--- config.mk ---
export PLATFORM = sky130hd
export DESIGN_NAME = shared_prescaler_cs
export DESIGN_NICKNAME = d
export VERILOG_FILES = /design/src/rtl/psc_cs_pkg.sv /design/src/rtl/psc_divider.sv /design/src/rtl/ext_edge_sync.sv /design/src/rtl/chan_select.sv /design/src/rtl/shared_prescaler_cs.sv
export SDC_FILE = /design/constraint.sdc
export NUM_CORES = 1
export LEC_CHECK = 0
export BUFFER_PORTS_ARGS = -buffer_cell sky130_fd_sc_hd__buf_4
export CORE_MARGIN = 5
export CORE_UTILIZATION = 60
export CTS_BUF_LIST = sky130_fd_sc_hd__clkbuf_8
export CTS_CLUSTER_DIAMETER = 60
export DETAILED_ROUTE_END_ITERATION = 8
export GPL_ROUTABILITY_DRIVEN = 0
export PLACE_DENSITY = 0.91
export SETUP_SLACK_MARGIN = 0.15
export SYNTH_ARGS = -nofsm -noshare
export SYNTH_HDL_FRONTEND = slang
export SYNTH_SLANG_ARGS = --single-unit
--- constraint.sdc ---
create_clock -name clk -period 3.45 [get_ports clk]
set_input_delay 0.345 -clock clk [delete_from_list [all_inputs] [get_ports clk]]
set_output_delay 0.345 -clock clk [all_outputs]
set_load 0.01 [all_outputs]
--- src/rtl/psc_cs_pkg.sv ---
package psc_cs_pkg;

  localparam int SEL_W    = 3;
  localparam int CNT_W    = 10;
  localparam int NUM_TAPS = 4;
  localparam int NUM_CH   = 2;

  typedef enum logic [SEL_W-1:0] {
    CS_OFF   = 3'd0,
    CS_SYS   = 3'd1,
    CS_D8    = 3'd2,
    CS_D64   = 3'd3,
    CS_D256  = 3'd4,
    CS_D1024 = 3'd5,
    CS_XFALL = 3'd6,
    CS_XRISE = 3'd7
  } cs_code_e;

  // log2 of the division ratio of tap idx
  function automatic int tap_log2(input int idx);
    case (idx)
      0:       return 3;
      1:       return 6;
      2:       return 8;
      default: return 10;
    endcase
  endfunction

  // division ratio for a select code; 1 for direct, 0 when not counter-driven
  function automatic int sel_divisor(input logic [SEL_W-1:0] code);
    if (code == CS_SYS) return 1;
    if (code >= CS_D8 && code <= CS_D1024) return 1 << tap_log2(int'(code) - 2);
    return 0;
  endfunction

endpackage

--- src/rtl/psc_divider.sv ---
module psc_divider
  import psc_cs_pkg::*;
#(
  parameter int CW = CNT_W,
  parameter int NT = NUM_TAPS
) (
  input  logic          clk,
  input  logic          rst_n,
  input  logic          clr,
  output logic [NT-1:0] tap_o
);

  logic [CW-1:0] cnt_q;

  always_ff @(posedge clk or negedge rst_n) begin
    if (!rst_n)   cnt_q <= '0;
    else if (clr) cnt_q <= '0;
    else          cnt_q <= cnt_q + 1'b1;
  end

  // each tap fires in the cycle its low bits are all ones (just before wrap)
  for (genvar t = 0; t < NT; t++) begin : g_tap
    localparam int LW = tap_log2(t);
    assign tap_o[t] = &cnt_q[LW-1:0];
  end


  tap_gap_chk: assert property (@(posedge clk) disable iff (!rst_n)
    tap_o[0] |=> !tap_o[0]);


  clr_restart_chk: assert property (@(posedge clk) disable iff (!rst_n)
    clr |=> (tap_o == '0));


  wrap_zero_chk: assert property (@(posedge clk) disable iff (!rst_n)
    (tap_o[NT-1] && !clr) |=> (cnt_q == '0));

endmodule

--- src/rtl/ext_edge_sync.sv ---
module ext_edge_sync (
  input  logic clk,
  input  logic rst_n,
  input  logic pin_i,
  output logic rise_o,
  output logic fall_o
);

  logic lat_q, sync_q, prev_q;

  // low-phase capture: holds what the pin showed at the end of the high phase
  always_ff @(negedge clk or negedge rst_n) begin
    if (!rst_n) lat_q <= 1'b0;
    else        lat_q <= pin_i;
  end

  always_ff @(posedge clk or negedge rst_n) begin
    if (!rst_n) begin
      sync_q <= 1'b0;
      prev_q <= 1'b0;
    end else begin
      sync_q <= lat_q;
      prev_q <= sync_q;
    end
  end

  assign rise_o = sync_q & ~prev_q;
  assign fall_o = ~sync_q & prev_q;


  rise_single_chk: assert property (@(posedge clk) disable iff (!rst_n)
    rise_o |=> !rise_o);


  fall_single_chk: assert property (@(posedge clk) disable iff (!rst_n)
    fall_o |=> !fall_o);

endmodule

--- src/rtl/chan_select.sv ---
module chan_select
  import psc_cs_pkg::*;
#(
  parameter int NT = NUM_TAPS
) (
  input  logic             clk,
  input  logic             rst_n,
  input  logic [SEL_W-1:0] sel_i,
  input  logic [NT-1:0]    tap_i,
  input  logic             rise_i,
  input  logic             fall_i,
  output logic             ce_o
);

  logic ce_nxt, ce_q;

  always_comb begin
    ce_nxt = 1'b0;
    case (sel_i)
      CS_OFF:   ce_nxt = 1'b0;
      CS_SYS:   ce_nxt = 1'b1;
      CS_XFALL: ce_nxt = fall_i;
      CS_XRISE: ce_nxt = rise_i;
      default: begin
        for (int t = 0; t < NT; t++)
          if (sel_i == SEL_W'(t + 2)) ce_nxt = tap_i[t];
      end
    endcase
  end

  always_ff @(posedge clk or negedge rst_n) begin
    if (!rst_n) ce_q <= 1'b0;
    else        ce_q <= ce_nxt;
  end

  assign ce_o = ce_q;


  off_quiet_chk: assert property (@(posedge clk) disable iff (!rst_n)
    (sel_i == CS_OFF) |=> !ce_o);


  sys_every_chk: assert property (@(posedge clk) disable iff (!rst_n)
    (sel_i == CS_SYS) |=> ce_o);


  rise_pass_chk: assert property (@(posedge clk) disable iff (!rst_n)
    (sel_i == CS_XRISE && rise_i) |=> ce_o);


  fall_pass_chk: assert property (@(posedge clk) disable iff (!rst_n)
    (sel_i == CS_XFALL && !fall_i) |=> !ce_o);

endmodule

--- src/rtl/shared_prescaler_cs.sv ---
module shared_prescaler_cs
  import psc_cs_pkg::*;
(
  input  logic             clk,
  input  logic             rst_n,
  input  logic             psc_clr,
  input  logic [SEL_W-1:0] cs0_sel,
  input  logic [SEL_W-1:0] cs1_sel,
  input  logic             xclk0,
  input  logic             xclk1,
  output logic             cnt_en0,
  output logic             cnt_en1
);

  logic [NUM_TAPS-1:0] tap_w;
  logic [SEL_W-1:0]    sel_arr [NUM_CH];
  logic [NUM_CH-1:0]   pin_arr, rise_arr, fall_arr, ce_arr;

  assign sel_arr[0] = cs0_sel;
  assign sel_arr[1] = cs1_sel;
  assign pin_arr    = {xclk1, xclk0};
  assign cnt_en0    = ce_arr[0];
  assign cnt_en1    = ce_arr[1];

  psc_divider #(.CW(CNT_W), .NT(NUM_TAPS)) u_div (
    .clk   (clk),
    .rst_n (rst_n),
    .clr   (psc_clr),
    .tap_o (tap_w)
  );

  for (genvar c = 0; c < NUM_CH; c++) begin : g_ch
    ext_edge_sync u_sync (
      .clk    (clk),
      .rst_n  (rst_n),
      .pin_i  (pin_arr[c]),
      .rise_o (rise_arr[c]),
      .fall_o (fall_arr[c])
    );

    chan_select #(.NT(NUM_TAPS)) u_sel (
      .clk    (clk),
      .rst_n  (rst_n),
      .sel_i  (sel_arr[c]),
      .tap_i  (tap_w),
      .rise_i (rise_arr[c]),
      .fall_i (fall_arr[c]),
      .ce_o   (ce_arr[c])
    );
  end


  shared_tap_chk: assert property (@(posedge clk) disable iff (!rst_n)
    (cs0_sel == cs1_sel && cs0_sel >= CS_D8 && cs0_sel <= CS_D1024)
      |=> (cnt_en0 == cnt_en1));

endmodule

# After elaboration in Yosys (flattened, before gate mapping)
# Index checks and enable logic that the tools add are counted.
# Widths: inputs -> output; s select.
[word_totals]
register_bits = 18
out_inout_bits = 2
input_bits = 11
[classes]
n_reduce_logical = 6
mux = 11
eq_ne = 14
bitwise = 8
addsub = 1
[op_table]
columns = ["cell", "count"]
rows = [
  ["$eq 3x3->1 const B", 8],
  ["$eq 3x2->1 const B", 4],
  ["$add 10x1->10 const B", 1],
  ["$mux 10", 1],
  ["$reduce_and 10->1", 1],
  ["$mux 1", 8],
  ["$pmux 1 s4", 2],
  ["$reduce_and 8->1", 1],
  ["$eq 3x1->1 const B", 2],
  ["$logic_not 3->1", 2],
  ["$reduce_and 6->1", 1],
  ["$and 1x1->1", 4],
  ["$not 1->1", 4],
  ["$reduce_and 3->1", 1],
]

# Logic depth before layout (Yosys ltp)
[logic_depth]
ltp_word = 6
depth_mapped = 5

# Cells and area by module
# A second synthesis with hierarchy kept.
[hier_totals]
cells_unflattened = 72
hier_area_um2 = 842.1
[modules_own_cells]
columns = ["module", "area_each_um2", "instances", "seq_area_each_um2", "cells_each"]
rows = [
  ["psc_divider", 491.7, 1, 250.2, 50],
  ["ext_edge_sync", 90.1, 2, 75.1, 5],
  ["chan_select", 85.1, 2, 25.0, 6],
]

==> metrics <==
met1 WL 599 um; Setup CP Type in -> async; Worst Path Buf+Inv 2; relative slew slack between 80 and 90%; met3 wire length ~97 um; final hold vios 0; commonest non-fill, non-tap cell in the layout dfrtp_1; Worst path slowest cell dlygate4sd3_1; CP max FO 18; vias in the first global route 605; syn_nets 86; crit path cell chain dlygate4sd3_1, buf_4; number of port buffers 12; clock root buffer clkbuf_8; final cell count without fillers approximately 100; Synth Cell Area about 800 um^2; Initial Util 62.4%; final setup vio count 0; drt wl/cell 14.4 um; CP Capture Type async pin; Via-to-Cell Ratio 5.59; setup TNS 0 ns; core area approximately 1300 um^2; I/O Pins 13; H-tree Lvls 1; Total GRT Usage 16.7%; layout cells sized above 1 23.6%; TritonCTS clock tree done; total CTS buffers 3; clock sinks 18; Worst R2R End g_ch[1].u_sync.sync_q; Max Used Layer met4; width of the die approximately 47 um; largest delay contributor family on the critical path buffers and inverters; Nets 103; DP Cell Count 99; status complete, no violations; max incr delay on CP 0.52 ns; initial antenna violation count 0; Worst-Skew Late Latency 0.26 ns; register bit total from synthesis 18; R2R Path Start g_ch[1].u_sync.lat_q; clk_skew 0.0159 ns; ant diodes 0; yosys warns 0; first-pass GRT wire length 2470 um; Seq/Total Area, Yosys 56.2%; Fill cells 82; Hold Path Class in -> reg; synth unique cells 22; CTS Buffer Depth 2; DR DRC count 0; Post-CTS Resized 0; Clk pin slew, worst setup/hold paths 0.07 ns; length of the first detailed-routing pass in iterations 4; Max Slew Vio Count 0; unrepaired setup endpoints after global routing no; Post-Route WL 1500 um; Routed met2 length 797 um; die footprint approximately 2200 um^2; Die Y around 47 um; worst hold slack 0.303 ns; Critical Path Stages 2; cell row count 13; Syn Inst Count 73; r2r setup slk around 1.3 ns; Area Growth Syn to Fin 21.2%; Critical Path End g_ch[1].u_sync.lat_q; initial DRC count 4; largest net degree at the start of global routing 19; Final ANT Viol Nets 0; Worst-Margin Slew 0.235 ns; most frequent cells in the layout dfrtp_1 (16), buf_4 (12), nor2_1 (7); R2R cell count 0; Worst setup SP type input port; MaxCap Viol Count 0; required time worst endpoint 2.26 ns; detailed-placement wirelength estimate about 1100 um; syn avg cell area roughly 11 um^2; setup bufs post-CTS 0; grt ovf 0; worst ir drop on vdd 0.369 mV; power per cell area approximately 450 nW/um^2; Leak 0.000450 uW; Via Count approximately 580; crit path from rst_n; critical path arrival about 1.1 ns
final cells by class:
cell class	instances	area (um^2)	area share [%]
Inverter	4	15.0	1.54
Sequential cell	18	450	46.3
Clock buffer	4	55.1	5.66
Multi-Input combinational cell	50	333	34.2
Tap cell	15	18.8	1.93
Timing Repair Buffer	13	100	10.3
registers in the layout (all words and copies together), names as in the netlist:
register	flops
g_ch.u_sync.sync_q	2
g_ch.u_sel.ce_o	2
u_div.cnt_q	10
g_ch.u_sync.lat_q	2
g_ch.u_sync.prev_q	2
cells by family (layout without fill, tap and decap cells):
family / count (synthesis) / count (layout) / share of synthesized area (%)
xor gates and xnor gates: 6 / 6 / 6.55
adders and majority gates: 2 / 2 / 3.12
buffers and inverters: 5 / 21 / 2.34
and+or+nand+nor: 24 / 24 / 14.5
AOI/OAI and AO/OA: 16 / 16 / 14.8
muxes: 2 / 2 / 2.50
DFF: 18 / 18 / 56.2
worst min-delay path by stage:
stage / slack (ns) / startpoint / end / cells past startpoint
2_1_floorplan: 0.05 / rst_n / g_ch[0].u_sel.ce_o / 0
6_report: 0.30 / cs0_sel[2] / g_ch[0].u_sel.ce_o / 2
4_1_cts: 0.30 / cs0_sel[2] / g_ch[0].u_sel.ce_o / 2
5_1_grt: 0.31 / cs1_sel[2] / g_ch[1].u_sel.ce_o / 2
3_3_place_gp: 0.22 / rst_n / g_ch[0].u_sync.prev_q / 1
3_5_place_dp: 0.22 / rst_n / g_ch[1].u_sync.prev_q / 1
stage by stage:
stage | instance area [um^2] | util, % | total power (uW) | setup WS (ns)
3_5_place_dp | 907 | 70.6 | 268 | 1.12
3_3_place_gp | 907 | 70.6 | 266 | 1.12
4_1_cts | 972 | 75.7 | 437 | 1.13
6_report | 972 | 75.7 | 434 | 1.14
2_1_floorplan | 802 | - | 245 | 1.24
5_1_grt | 972 | 75.7 | 450 | 1.07
metal layers:
layer  global-route usage [%]  vias up
met5                        0        -
met4                     7.39        0
met3                     4.69        2
met2                     29.1       15
met1                     18.8      279
li1                         -      285
where the power goes:
group          switching (uW)  internal, uW  leakage, uW
registers                4.33           220     0.000232
clock network            67.7           101    0.0000288
logic                    19.8          20.5     0.000189
total                    91.9           342     0.000450
what timing repair did:
action	in CTS	in global routing
hold buffers	1	0
hold endpoints to repair	16	0
endpoints found under the setup margin	0	0
Yosys cell counts:
| cell | number | area, um^2 |
|---|---|---|
| clkbuf_1 | 1 | 3.75 |
| dfrtp_1 | 16 | 400 |
| or3_1 | 1 | 6.26 |
| xor2_1 | 2 | 17.5 |
| xnor2_1 | 4 | 35.0 |
| nand2_1 | 6 | 22.5 |
| a221oi_2 | 2 | 30.0 |
| dfrtn_1 | 2 | 50.1 |
| o211ai_1 | 2 | 15.0 |
| ha_1 | 2 | 25.0 |
| a311o_2 | 1 | 11.3 |
| nand3_1 | 3 | 15.0 |
| inv_1 | 4 | 15.0 |
| nor3_1 | 3 | 15.0 |
| or2_4 | 1 | 8.76 |
| nor2_1 | 7 | 26.3 |
| nand3_2 | 1 | 10.0 |
| o21ai_0 | 2 | 10.0 |
| nor2b_1 | 2 | 12.5 |
| a21o_1 | 3 | 22.5 |
| a21oi_1 | 6 | 30.0 |
| mux2i_1 | 2 | 20.0 |
No activity file was read; power rests on OpenSTA's default activity.
